`config.mk`:
```
export PLATFORM = sky130hd
export DESIGN_NAME = acc_exec_unit
export DESIGN_NICKNAME = d
export VERILOG_FILES = /design/src/rtl/acc_exec_pkg.sv /design/src/rtl/acc_exec_ctrl.sv /design/src/rtl/acc_exec_dp.sv /design/src/rtl/acc_exec_unit.sv
export SDC_FILE = /design/constraint.sdc
export NUM_CORES = 1
export LEC_CHECK = 0
export BUFFER_PORTS_ARGS = -buffer_cell sky130_fd_sc_hd__buf_2
export CAP_MARGIN = 20
export CORE_ASPECT_RATIO = 0.5
export CORE_MARGIN = 2
export CORE_UTILIZATION = 60
export CTS_BUF_LIST = sky130_fd_sc_hd__clkbuf_16
export DETAILED_ROUTE_END_ITERATION = 7
export GPL_ROUTABILITY_DRIVEN = 0
export PLACE_DENSITY = 0.81
export SETUP_SLACK_MARGIN = 0.3
export SYNTH_ARGS = -nofsm -noshare
export SYNTH_HDL_FRONTEND = slang
export SYNTH_HIERARCHICAL = 1
export SYNTH_SLANG_ARGS = --single-unit
```
`constraint.sdc`:
```
create_clock -name clk -period 7 [get_ports clk]
set_input_delay 0.7 -clock clk [delete_from_list [all_inputs] [get_ports clk]]
set_output_delay 0.7 -clock clk [all_outputs]
set_load 0.01 [all_outputs]
```
`src/rtl/acc_exec_pkg.sv`:
```
package acc_exec_pkg;

  typedef enum logic [2:0] {
    K_NONE,
    K_ADD,
    K_SUB,
    K_RSUB,
    K_OR,
    K_AND,
    K_XOR,
    K_PASS
  } aluKind_t;

  typedef struct packed {
    aluKind_t aluKind;
    logic     useCarry;
    logic     regWrite;
    logic     updC;
    logic     updS;
    logic     updNZ;
    logic     shiftEn;
    logic     prefixLoad;
    logic     prefixClear;
  } execStrobes_t;

  localparam logic [3:0] OP_MISC  = 4'h0;
  localparam logic [3:0] OP_ADD   = 4'h3;
  localparam logic [3:0] OP_ADDC  = 4'h4;
  localparam logic [3:0] OP_SUB   = 4'h5;
  localparam logic [3:0] OP_SUBC  = 4'h6;
  localparam logic [3:0] OP_RSUB  = 4'h7;
  localparam logic [3:0] OP_CMP   = 4'h8;
  localparam logic [3:0] OP_GRP9  = 4'h9;
  localparam logic [3:0] OP_SHIFT = 4'hA;
  localparam logic [3:0] OP_OR    = 4'hB;
  localparam logic [3:0] OP_AND   = 4'hC;
  localparam logic [3:0] OP_XOR   = 4'hD;

  localparam logic [1:0] SUB_TEST = 2'd2;

endpackage

```
`src/rtl/acc_exec_ctrl.sv`:
```
module acc_exec_ctrl
  import acc_exec_pkg::*;
#(
  parameter int PFX_W = 8
) (
  input  logic             clk,
  input  logic             rstN,
  input  logic             instValid,
  input  logic [3:0]       opcode,
  input  logic [1:0]       regSel,
  input  logic [PFX_W-1:0] opByte,
  output execStrobes_t     strobes
);

  logic isPrefix;
  assign isPrefix = (opcode == OP_MISC) && (regSel == 2'd0) && (opByte != '0);

  always_comb begin
    strobes = '0;
    strobes.aluKind = K_NONE;
    if (instValid) begin
      strobes.prefixLoad  = isPrefix;
      strobes.prefixClear = !isPrefix;
      unique case (opcode)
        OP_ADD, OP_ADDC: begin
          strobes.aluKind  = K_ADD;
          strobes.useCarry = (opcode == OP_ADDC);
          strobes.regWrite = 1'b1;
          strobes.updC = 1'b1; strobes.updS = 1'b1; strobes.updNZ = 1'b1;
        end
        OP_SUB, OP_SUBC, OP_CMP: begin
          strobes.aluKind  = K_SUB;
          strobes.useCarry = (opcode == OP_SUBC);
          strobes.regWrite = (opcode != OP_CMP);
          strobes.updC = 1'b1; strobes.updS = 1'b1; strobes.updNZ = 1'b1;
        end
        OP_RSUB: begin
          strobes.aluKind  = K_RSUB;
          strobes.regWrite = 1'b1;
          strobes.updC = 1'b1; strobes.updS = 1'b1; strobes.updNZ = 1'b1;
        end
        OP_OR, OP_AND, OP_XOR: begin
          strobes.aluKind  = (opcode == OP_OR)  ? K_OR  :
                             (opcode == OP_AND) ? K_AND : K_XOR;
          strobes.regWrite = 1'b1;
          strobes.updNZ    = 1'b1;
        end
        OP_GRP9: begin
          if (regSel == SUB_TEST) begin
            strobes.aluKind = K_PASS;
            strobes.updNZ   = 1'b1;
          end
        end
        OP_SHIFT: begin
          strobes.shiftEn = 1'b1;
          strobes.updC    = 1'b1;
        end
        default: ;
      endcase
    end
  end

  // prefix load and prefix clear never coincide
  p_prefix_excl_r12: assert property (@(posedge clk) disable iff (!rstN)
    $countones({strobes.prefixLoad, strobes.prefixClear}) <= 1);

  // no strobe without a valid instruction
  p_idle_quiet_r13: assert property (@(posedge clk) disable iff (!rstN)
    !instValid |-> (strobes.regWrite == 1'b0 && strobes.updC == 1'b0 &&
                    strobes.updNZ == 1'b0 && strobes.shiftEn == 1'b0));

  // a shift never also writes a single register
  p_shift_no_regwrite_r8: assert property (@(posedge clk) disable iff (!rstN)
    $onehot0({strobes.shiftEn, strobes.regWrite}));

endmodule

```
`src/rtl/acc_exec_dp.sv`:
```
module acc_exec_dp
  import acc_exec_pkg::*;
#(
  parameter int DATA_W = 16,
  parameter int PFX_W  = 8
) (
  input  logic              clk,
  input  logic              rstN,
  input  execStrobes_t      strobes,
  input  logic [1:0]        regSel,
  input  logic [PFX_W-1:0]  opByte,
  input  logic [DATA_W-1:0] dataIn,
  input  logic              unsignedMod,
  output logic [DATA_W-1:0] regAh,
  output logic [DATA_W-1:0] regAl,
  output logic [DATA_W-1:0] regX,
  output logic [DATA_W-1:0] regY,
  output logic [7:0]        flags,
  output logic [DATA_W-1:0] prefixExt
);

  localparam int NREG  = 4;
  localparam int MSB   = DATA_W - 1;
  localparam int PAIRW = 2 * DATA_W;
  localparam int IDX_AH = 0;
  localparam int IDX_AL = 1;

  logic [DATA_W-1:0] regFile [NREG];
  logic [DATA_W-1:0] extReg;
  logic flagC, flagS, flagN, flagZ;

  // operand formation from pending extension
  logic [DATA_W+PFX_W-1:0] extCat;
  logic [DATA_W-1:0]       operand;
  assign extCat  = {extReg, dataIn[PFX_W-1:0]};
  assign operand = (extReg != '0) ? extCat[DATA_W-1:0] : dataIn;

  // ALU
  logic [DATA_W-1:0] srcReg, aluRes;
  logic [DATA_W:0]   wide;
  logic [DATA_W:0]   cinW;
  logic              aluC, aluV;

  assign srcReg = regFile[regSel];
  assign cinW   = {{DATA_W{1'b0}}, (strobes.useCarry & flagC)};

  always_comb begin
    wide   = '0;
    aluRes = '0;
    aluC   = 1'b0;
    aluV   = 1'b0;
    unique case (strobes.aluKind)
      K_ADD: begin
        wide   = {1'b0, srcReg} + {1'b0, operand} + cinW;
        aluRes = wide[DATA_W-1:0];
        aluC   = wide[DATA_W];
        aluV   = (srcReg[MSB] == operand[MSB]) && (aluRes[MSB] != srcReg[MSB]);
      end
      K_SUB: begin
        wide   = {1'b0, srcReg} - {1'b0, operand} - cinW;
        aluRes = wide[DATA_W-1:0];
        aluC   = wide[DATA_W];
        aluV   = (srcReg[MSB] != operand[MSB]) && (aluRes[MSB] != srcReg[MSB]);
      end
      K_RSUB: begin
        wide   = {1'b0, operand} - {1'b0, srcReg};
        aluRes = wide[DATA_W-1:0];
        aluC   = wide[DATA_W];
        aluV   = (operand[MSB] != srcReg[MSB]) && (aluRes[MSB] != operand[MSB]);
      end
      K_OR:   aluRes = srcReg | operand;
      K_AND:  aluRes = srcReg & operand;
      K_XOR:  aluRes = srcReg ^ operand;
      K_PASS: aluRes = operand;
      default: ;
    endcase
  end

  // 32-bit pair shifter through carry
  logic [PAIRW-1:0] pairIn, pairOut;
  logic             shC, fillBit;
  assign pairIn  = {regFile[IDX_AH], regFile[IDX_AL]};
  assign fillBit = unsignedMod ? 1'b0 : pairIn[PAIRW-1];

  always_comb begin
    unique case (regSel)
      2'd0: begin pairOut = {pairIn[PAIRW-2:0], 1'b0};    shC = pairIn[PAIRW-1]; end
      2'd1: begin pairOut = {fillBit, pairIn[PAIRW-1:1]}; shC = pairIn[0];       end
      2'd2: begin pairOut = {pairIn[PAIRW-2:0], flagC};   shC = pairIn[PAIRW-1]; end
      default: begin pairOut = {flagC, pairIn[PAIRW-1:1]}; shC = pairIn[0];      end
    endcase
  end

  // state
  always_ff @(posedge clk or negedge rstN) begin
    if (!rstN) begin
      for (int i = 0; i < NREG; i++) regFile[i] <= '0;
      extReg <= '0;
      flagC <= 1'b0; flagS <= 1'b0; flagN <= 1'b0; flagZ <= 1'b0;
    end else begin
      if (strobes.regWrite) regFile[regSel] <= aluRes;
      if (strobes.shiftEn) begin
        regFile[IDX_AH] <= pairOut[PAIRW-1:DATA_W];
        regFile[IDX_AL] <= pairOut[DATA_W-1:0];
      end
      if (strobes.updC)  flagC <= strobes.shiftEn ? shC : aluC;
      if (strobes.updS)  flagS <= aluRes[MSB] ^ aluV;
      if (strobes.updNZ) begin
        flagN <= aluRes[MSB];
        flagZ <= (aluRes == '0);
      end
      if (strobes.prefixLoad)
        extReg <= {extReg[DATA_W-PFX_W-1:0], opByte};
      else if (strobes.prefixClear)
        extReg <= '0;
    end
  end

  assign regAh     = regFile[0];
  assign regAl     = regFile[1];
  assign regX      = regFile[2];
  assign regY      = regFile[3];
  assign flags     = {4'b0000, flagC, flagS, flagN, flagZ};
  assign prefixExt = extReg;

  // compare leaves every register alone
  p_cmp_no_write_r5: assert property (@(posedge clk) disable iff (!rstN)
    (strobes.aluKind == K_SUB && !strobes.regWrite) |=>
      (regAh == $past(regAh) && regAl == $past(regAl) &&
       regX == $past(regX) && regY == $past(regY)));

  // logic ops keep C and S
  p_logic_keeps_cs_r6: assert property (@(posedge clk) disable iff (!rstN)
    (strobes.aluKind inside {K_OR, K_AND, K_XOR}) |=>
      (flags[3:2] == $past(flags[3:2])));

  // test writes no register
  p_test_no_write_r7: assert property (@(posedge clk) disable iff (!rstN)
    (strobes.aluKind == K_PASS) |=>
      (regAh == $past(regAh) && regAl == $past(regAl) &&
       regX == $past(regX) && regY == $past(regY) && flags[3:2] == $past(flags[3:2])));

  // shifts and rotates keep S, N, Z and the index registers
  p_shift_only_c_r10: assert property (@(posedge clk) disable iff (!rstN)
    strobes.shiftEn |=> ($stable(flags[2:0]) && $stable(regX) && $stable(regY)));

  // a consumed extension is gone after the edge
  p_ext_cleared_r12: assert property (@(posedge clk) disable iff (!rstN)
    strobes.prefixClear |=> (prefixExt == '0));

  // a prefix load keeps registers and flags
  p_prefix_only_ext_r11: assert property (@(posedge clk) disable iff (!rstN)
    strobes.prefixLoad |=> ($stable(flags) && $stable(regAh) && $stable(regAl) &&
                            $stable(regX) && $stable(regY)));

endmodule

```
`src/rtl/acc_exec_unit.sv`:
```
module acc_exec_unit
  import acc_exec_pkg::*;
#(
  parameter int DATA_W = 16,
  parameter int PFX_W  = 8
) (
  input  logic              clk,
  input  logic              rstN,
  input  logic              instValid,
  input  logic [3:0]        opcode,
  input  logic [1:0]        regSel,
  input  logic [PFX_W-1:0]  opByte,
  input  logic [DATA_W-1:0] dataIn,
  input  logic              unsignedMod,
  output logic [DATA_W-1:0] regAh,
  output logic [DATA_W-1:0] regAl,
  output logic [DATA_W-1:0] regX,
  output logic [DATA_W-1:0] regY,
  output logic [7:0]        flags,
  output logic [DATA_W-1:0] prefixExt
);

  execStrobes_t strobes;

  acc_exec_ctrl #(.PFX_W(PFX_W)) ctrl_i (
    .clk       (clk),
    .rstN      (rstN),
    .instValid (instValid),
    .opcode    (opcode),
    .regSel    (regSel),
    .opByte    (opByte),
    .strobes   (strobes)
  );

  acc_exec_dp #(.DATA_W(DATA_W), .PFX_W(PFX_W)) dp_i (
    .clk         (clk),
    .rstN        (rstN),
    .strobes     (strobes),
    .regSel      (regSel),
    .opByte      (opByte),
    .dataIn      (dataIn),
    .unsignedMod (unsignedMod),
    .regAh       (regAh),
    .regAl       (regAl),
    .regX        (regX),
    .regY        (regY),
    .flags       (flags),
    .prefixExt   (prefixExt)
  );

endmodule

```
Word level (Yosys, flattened, before mapping) --
Index checks and enable logic that the tools add are counted.
Word-level totals: flip-flop bits (word level) 84, bits in latches 0, memory bits (writable) 0, bits in read-only memories 0, input bits 34, output and inout port bits 88, memories 0
Operators by class: add/sub/neg operators 5, multipliers 0, div/mod/pow operators 0, magnitude comparators 2, equal/unequal tests 28, shifts and indexed selects 0, muxes and demuxes 30, bitwise operators 6, reductions and logical operators 23
Operators with widths (number):
- case mux 16 bit (7 select lines) | 1
- 2-to-1 mux 16 bit | 6
- case mux 32 bit (3 select lines) | 1
- bitwise mux 64 bit | 1
- 2-to-1 mux 64 bit | 1
- subtractor 16 x 16 -> 17 bit | 2
- binary-select mux 16 bit (select 2 bit) | 1
- demux 16 bit (select 2 bit) | 1
- 2-to-1 mux 32 bit | 1
- equality test 4 bit (second input constant) | 6
- adder 16 x 16 -> 17 bit | 1
- adder 17 x 1 -> 17 bit | 1
- subtractor 17 x 1 -> 17 bit | 1
- bitwise AND 16 bit | 1
- equality test 4 x 3 -> 1 bit (second input constant) | 4
- logical NOT 16 bit | 1
- OR 16 bit | 1
- nonzero test 16 bit | 1
- bitwise XOR 16 bit | 1
- case mux 3 bit (5 select lines) | 1
- equality test 3 bit (second input constant) | 4
- OR reduction 6 bit | 2
- 2-to-1 mux 11 bit | 1
- OR reduction 9 bit | 1
- 29 further kinds | 52

Longest topological paths before layout --
Gate-level depths: netlist of run 1.
depth after elaboration 11, gate-level depth with buffers 17

By module --
Netlist of run 1, hierarchy kept.
By module, submodules not included:
- acc_exec_dp | times used 1, cells an instance 885, area an instance 7925.1 um^2, sequential area each 2102.0 um^2
- acc_exec_ctrl | times used 1, cells an instance 40, area an instance 255.2 um^2, sequential area each 0.0 um^2

Worst setup path after synthesis of run 1 --
OpenSTA, ideal clock, no wires.
path type input to register, start point input regSel[0], end point register dp_i.flagZ, arrival time 4575 ps, slack 2359 ps, stages 15, path through clkbuf_1 -> buf_1 -> mux4_2 -> fa_1 -> inv_1 -> fa_1 -> nor2b_4 -> o31a_1 -> or4_1 -> a31oi_1 -> xnor2_1 -> a2111oi_4 -> and4bb_1 -> and4_1 -> a41o_1
Between the ends: cells in the longest elaborated chain, start to end 8, elaborated cells on any way between the ends 27, those cells by class 5 x add/sub; 8 x eq/ne; 9 x mux; 4 x bitwise; 1 x reduce/logical
RTL lines:
- from (decl) | RTL line acc_exec_unit.sv:11 | input logic [1:0] regSel,
- inverter 2 -> 3 bit (implied by the code) | RTL line acc_exec_dp.sv:44 | assign srcReg = regFile[regSel];
- binary-select mux 16 bit (select 2 bit) | RTL line acc_exec_dp.sv:44
- 2-to-1 mux 16 bit (implied by the code) (2 in series) | RTL line acc_exec_dp.sv:44
- subtractor 16 x 16 -> 17 bit or adder 16 x 16 -> 17 bit (tied branches) | RTL line acc_exec_dp.sv:60, acc_exec_dp.sv:54
- subtractor 17 x 1 -> 17 bit or adder 17 x 1 -> 17 bit (tied branches) | RTL line acc_exec_dp.sv:60, acc_exec_dp.sv:54
- case mux 16 bit (7 select lines) | RTL line acc_exec_dp.sv:52 | unique case (strobes.aluKind)
- logical NOT 16 bit | RTL line acc_exec_dp.sv:110 | flagZ <= (aluRes == '0);
- to (signal assigned) | RTL line acc_exec_dp.sv:110
- to (decl) | RTL line acc_exec_dp.sv:30 | logic flagC, flagS, flagN, flagZ;
Several ways; a longest one is shown, not always the timed one. The select of a mux whose other input is x is not followed. A chain may end at the register's enable or synchronous reset.

Worst setup path in the final report of run 1 --
Same ends and word-level chain as after synthesis.

==> metrics.cfg, run 1 <==
[status]
status = finished, final reports clean

[detailed_routing]
routed_wl_um = 26030
viasPerCell = 6.704
drc = 0
drt-initial-drc-count = 1104
ant_nets = 0
dr.pass1.iters = 6
routedWlPerCell_um = 21.85
vias = 7985

[clock_network]
cts.sinks = 84
root_buffer = clkbuf_16
cts_tree = built
clockBufferDepth = 2
cts-htree-levels = 3
holdBufCountCts = 0
cts.clk_slew.worst_paths_ns = 0.07
postCtsSetupRepairBufs = 0
numCtsBuffers = 9
post_cts_resized = 0
clock_latency_ns = 0.34

[floorplan]
rows = 30
dieArea_um2 = 14640
pin_count = 122
core_um2 = 13440
initial_core_util_pct = 60.88
chipHeight_um = 86.57
die_w_um = 169.1

[timing]
finalClockSkew_ns = 0.01154
slew_viol_final = 0
fin_crit_sh_pct = 76.77
finalCriticalPeriod_ns = 5.374
slew_headroom_pct = 35.19
fin_tns_setup_ns = 0
finalHoldViolCount = 0
setup_violations = 0
rsz0062_at_grt = no
worst_slew_pin_slew_ns = 0.9619
fmax_mhz = 186.1
holdWs_ns = 0.1906

[global_routing]
grt_util_met3_pct = 6.941
use_met2_pct = 53.73
busiest_layer = met2
antenna_found_initial = 0
grt_pass1_wl_um = 39590
grt_max_degree = 85
grt_util_all_layers_pct = 34.70
gr-usage-met1_pct = 50.44
overflow = 0
grt_pass1_vias = 7313

[worst_setup_path]
crit_slowest_cell = a221oi_1
cp.required_ns = 7.27
critPathKind = input port to register
cp_num_buf_inv = 2
critPathTopFamily = compound AO/OA/AOI/OAI gates
critPathMaxStageDelay_ns = 0.78
cp_max_fo = 29
crit_chain = buf_2 -> buf_4 -> mux4_2 -> ha_1 -> nor2_1 -> a221oi_1 -> nand4_1 -> nand2_1 -> o21ai_0 -> and3b_1 -> a211oi_1 -> o211a_1 -> a41o_1
arrival_ns = 5.64
worst_setup_path_start_kind = input port
end_kind = register

[yosys]
synthCells = 925
yosysSeqAreaShare_pct = 25.70
synth_area_per_cell_um2 = 8.844
synth-edff-count = 0
ys_seq_elements = 84
syn-cell-area_um2 = 8180
synth.distinct_cells = 75
synth_ff_type = dfrtp_1
yosysWarnings = 6
async_flop_share_pct = 100.0

[cells_and_area]
syn_to_final_growth_pct = 12.63
nets = 1128
diodes = 0
stdcell_area_um2 = 9214
most-common-layout-cells = buf_2, o21ai_0, inv_1, dfrtp_1, nand2_1
layout_commonest_cell = buf_2
drive_gt1_share_pct = 21.67
filler_cell_count = 1043

[run]
drv_cap = 0

[power_and_ir_drop]
p_leak_nw = 4.396
power_density_nw_per_um2 = 355.6
vdd_ir_drop_max_v = 0.0001742

[placement]
place_area_um2 = 8803
dpl.hpwl_um = 18760
io_buffers = 117

[min_path]
min_path_type = input port to async pin

power by group:
part	leakage [nW]	total [mW]	internal, mW	switching (mW)
Clock	0.161	0.532	0.319	0.213
Sequential	1.13	0.786	0.621	0.165
Combinational	3.10	1.96	0.815	1.14
Total	4.40	3.28	1.75	1.52
synth_stat cells, drive strengths merged, types with 9 or more instances:
cell type | count | area [um2]
a211oi | 9 | 67.56
a21o | 23 | 172.7
a21oi | 37 | 185.2
a22oi | 35 | 262.8
a31oi | 9 | 56.30
buf | 20 | 130.1
clkbuf | 39 | 146.4
dfrtp | 84 | 2102
ha | 79 | 988.5
inv | 84 | 315.3
mux2 | 34 | 382.9
mux4 | 29 | 656.9
nand2 | 82 | 307.8
nand2b | 26 | 170.2
nand3 | 16 | 80.08
nor2 | 39 | 146.4
nor3 | 10 | 50.05
o21ai | 101 | 505.5
o22ai | 9 | 56.30
xnor2 | 23 | 201.4
final cells by class:
class                   instances  area (um2)  area share (%)
clock buffers                   9       225.2           2.444
clock inverters                 7       103.9           1.127
inverters                      85       319.1           3.463
multi-input cells             700        5507           59.76
flip-flops and latches         84        2102           22.81
well taps                     176       220.2           2.390
repair buffers                130       737.0           7.998
state kept, by name (all words and copies together) (netlist names):
register and count:
dp_i/flagC 1, dp_i/flagN 1, dp_i/flagS 1, dp_i/flagZ 1
dp_i/prefixExt 16, dp_i/regAh 16, dp_i/regAl 16, dp_i/regX 16
dp_i/regY 16
per-layer routing:
metal / up-vias / wire length [um]
met4: 0 / 564
met3: 76 / 3294
met5: - / 0
li1: 3515 / -
met2: 566 / 11620
met1: 3828 / 10550
stage by stage:
stage / power, mW / worst slack, ns / std cells / util, %
4_1_cts: 3.203 / 1.849 / 1187 / 67.96
3_5_place_dp: 2.650 / 1.497 / 1171 / 65.51
3_3_place_gp: 2.593 / 1.688 / 1171 / 65.51
5_1_grt: 3.460 / 1.480 / 1191 / 68.57
2_1_floorplan: 2.096 / 2.359 / 928 / -
6_report: 3.277 / 1.626 / 1191 / 68.57
worst paths after layout:
path                                    from            end  slack, ns  cells after the start
hold reg to reg                dp_i/regX[12]  dp_i/regX[12]       0.49                      2
hold / removal                          rstN   dp_i/regY[0]       0.19                      1
setup reg to reg           dp_i/prefixExt[0]     dp_i/flagZ       1.97                     13
setup / recovery                   regSel[0]     dp_i/flagZ       1.63                     13
min in group clk               dp_i/regX[12]  dp_i/regX[12]       0.49                      2
max in group asynchronous               rstN   dp_i/regY[8]       6.20                      2
worst register-to-register path, stage by stage, from the launching register on:
cell and delay [ns]:
dfrtp_1 0.55, nor4_1 0.30, and4_1 0.58, a21o_1 0.29
ha_1 0.40, nor2_1 0.11, a221oi_1 0.78, nand4_1 0.35
nand2_1 0.17, o21ai_0 0.09, and3b_1 0.19, a211oi_1 0.73
o211a_1 0.27, a41o_1 0.16
cell families (layout without fill, tap and decap cells):
group                    Yosys count  in the layout  share of synthesized area, %
XOR/XNOR                          29             29                         3.105
other                              1              4                       0.04584
buffers and inverters            144            231                         7.280
AO/OA/AOI/OAI                    285            285                         22.85
adder cells (fa/ha/maj)           84             84                         13.31
AND/OR/NAND/NOR                  228            228                         14.15
flip-flops                        84             84                         25.70
multiplexers                      70             70                         13.57
Power figures use the tool's default switching activity.
==> run 2: changes to the inputs <==
CORE_UTILIZATION = 59   (was 60)
PLACE_DENSITY = 0.8   (was 0.81)
clock period = 5.3 ns   (was 7 ns; I/O delays follow)
==> run 2 against run 1 <==
Compared with the run above:
- critical path depth unchanged
- non-clock buffer count up 19
- routed wire length down 0.58%
- hold slack worse by 0.16 ns
- setup slack worse by 1.1 ns
- clock skew down 0.0017 ns
- sequential share of layout area down 0.35 points
- sequential cell count unchanged
- final area up 1.5%
- critical path type unchanged
- largest cell class unchanged
- largest power group unchanged
- highest routed layer unchanged
==> metrics.cfg, run 2 (synthesis results as in run 1) <==
[timing]
finalClockSkew_ns = 0.009808  ; was 0.01154 ns
finalHoldViolCount = 0  ; unchanged
finalCriticalPeriod_ns = 4.724
fin_tns_setup_ns = 0  ; unchanged
fmax_mhz = 211.7
fin_crit_sh_pct = 89.13
fin_ws_ns = 0.5761  ; was 1.626 ns
worst_slew_pin_slew_ns = 0.8465  ; was 0.9619 ns
slew_viol_final = 0  ; unchanged
rsz0062_at_grt = no  ; unchanged
holdWs_ns = 0.03282  ; was 0.1906 ns
setup_violations = 0  ; unchanged
slew_headroom_pct = 43.36  ; was 35.19%

[floorplan]
die_w_um = 170.5  ; was 169.1 um
dieArea_um2 = 14880  ; was 14,640 um2
pin_count = 122  ; unchanged
rows = 30  ; unchanged
core_um2 = 13550  ; was 13,440 um2
initial_core_util_pct = 60.37  ; was 60.88%
chipHeight_um = 87.26  ; was 86.57 um

[detailed_routing]
routed_wl_um = 25880  ; was 26,030 um
drt-initial-drc-count = 885  ; was 1,104
vias = 7918  ; was 7,985
dr.pass1.iters = 5  ; was 6
ant_nets = 0  ; unchanged
viasPerCell = 6.458  ; was 6.704
routedWlPerCell_um = 21.11  ; was 21.85 um
drc = 0  ; unchanged

[worst_setup_path]
cp_max_fo = 25  ; was 29
cp.required_ns = 5.48  ; was 7.27 ns
arrival_ns = 4.90  ; was 5.64 ns
worst_setup_path_start_kind = input port  ; unchanged
critPathKind = input port to register  ; unchanged
end_kind = register  ; unchanged

[clock_network]
cts-htree-levels = 3  ; unchanged
numCtsBuffers = 9  ; unchanged
holdBufCountCts = 0  ; unchanged
clockBufferDepth = 2  ; unchanged
post_cts_resized = 0  ; unchanged
cts_tree = built  ; unchanged
clock_latency_ns = 0.34  ; about the same
root_buffer = clkbuf_16  ; unchanged
cts.clk_slew.worst_paths_ns = 0.07  ; about the same
postCtsSetupRepairBufs = 0  ; unchanged
cts.sinks = 84  ; unchanged

[global_routing]
grt_util_all_layers_pct = 35.08  ; was 34.70%
grt_max_degree = 85  ; unchanged
overflow = 0  ; unchanged
grt_pass1_wl_um = 39860  ; was 39,590 um
antenna_found_initial = 0  ; unchanged
grt_pass1_vias = 7326  ; was 7,313

[cells_and_area]
layout_commonest_cell = buf_2  ; unchanged
most-common-layout-cells = buf_2, o21ai_0, inv_1, dfrtp_1, nand2_1  ; unchanged
drive_gt1_share_pct = 23.11  ; was 21.67%
syn_to_final_growth_pct = 14.38  ; was 12.63%
nets = 1147  ; was 1,128
diodes = 0  ; unchanged

[power_and_ir_drop]
power_density_nw_per_um2 = 456.4  ; was 355.6 nW/um2
power_mw = 4.270  ; was 3.277 mW
p_leak_nw = 4.473  ; was 4.396 nW
vdd_ir_drop_max_v = 0.0001713  ; was 0.0001742 V

[placement]
dpl.hpwl_um = 19200  ; was 18,760 um
dp_slack_ns = 0.4143  ; was 1.497 ns
io_buffers = 117  ; unchanged

[status]
status = finished, final reports clean  ; unchanged

[run]
drv_cap = 0  ; unchanged

[min_path]
min_path_type = input port to async pin  ; unchanged

run 2: per-layer routing:
layer	track usage [%]	wire, um
met1	50.51	11090
met2	52.45	11030
met3	9.995	3318
met4	8.159	438
met5	0	0
run 2: report_power, final:
group / internal, mW / switching, mW / leakage (nW)
clock network: 0.373 / 0.277 / 0.149
logic: 1.10 / 1.47 / 3.19
registers: 0.820 / 0.229 / 1.13
run 2: worst paths after layout:
path	startpoint	endpoint	slack (ns)	cells after the start
worst max-delay path	regSel[0]	dp_i/flagC	0.58	13
worst min-delay path	rstN	dp_i/regY[1]	0.03	1
worst max register to register	dp_i/prefixExt[10]	dp_i/flagC	0.63	13
worst min register to register	dp_i/regX[4]	dp_i/regX[4]	0.50	2
max in group asynchronous	rstN	dp_i/regY[10]	4.66	2
min in group clk	opByte[7]	dp_i/prefixExt[7]	0.40	3
run 2: cell type report:
class                           instances  area [um2]
Timing Repair Buffer                  149       879.6
Sequential cell                        84        2102
Fill cell                            1054        4194
Clock inverter                          7       83.83
Tap cell                              192       240.2
Inverter                               85       319.1
Multi-Input combinational cell        700        5507
Clock buffer                            9       225.2
run 2: metrics by stage:
| step | instances | util [%] | cell area, um2 |
|---|---|---|---|
| after floorplan | 928 | - | 8192 |
| after global placement | 1206 | 66.26 | 8979 |
| after detailed placement | 1207 | 66.34 | 8990 |
| after CTS | 1223 | 68.62 | 9299 |
| after global routing | 1226 | 69.05 | 9356 |
| final | 1226 | 69.05 | 9356 |
run 2: worst max-delay path, stage by stage:
cell and delay [ns]:
buf_2 0.43, buf_12 0.26, mux4_2 0.59, ha_1 0.47
a21o_1 0.22, a21oi_1 0.22, o21ai_0 0.21, a311oi_1 0.47
a22oi_1 0.19, a211o_1 0.34, a32o_1 0.25, a221oi_1 0.45
o221ai_1 0.24
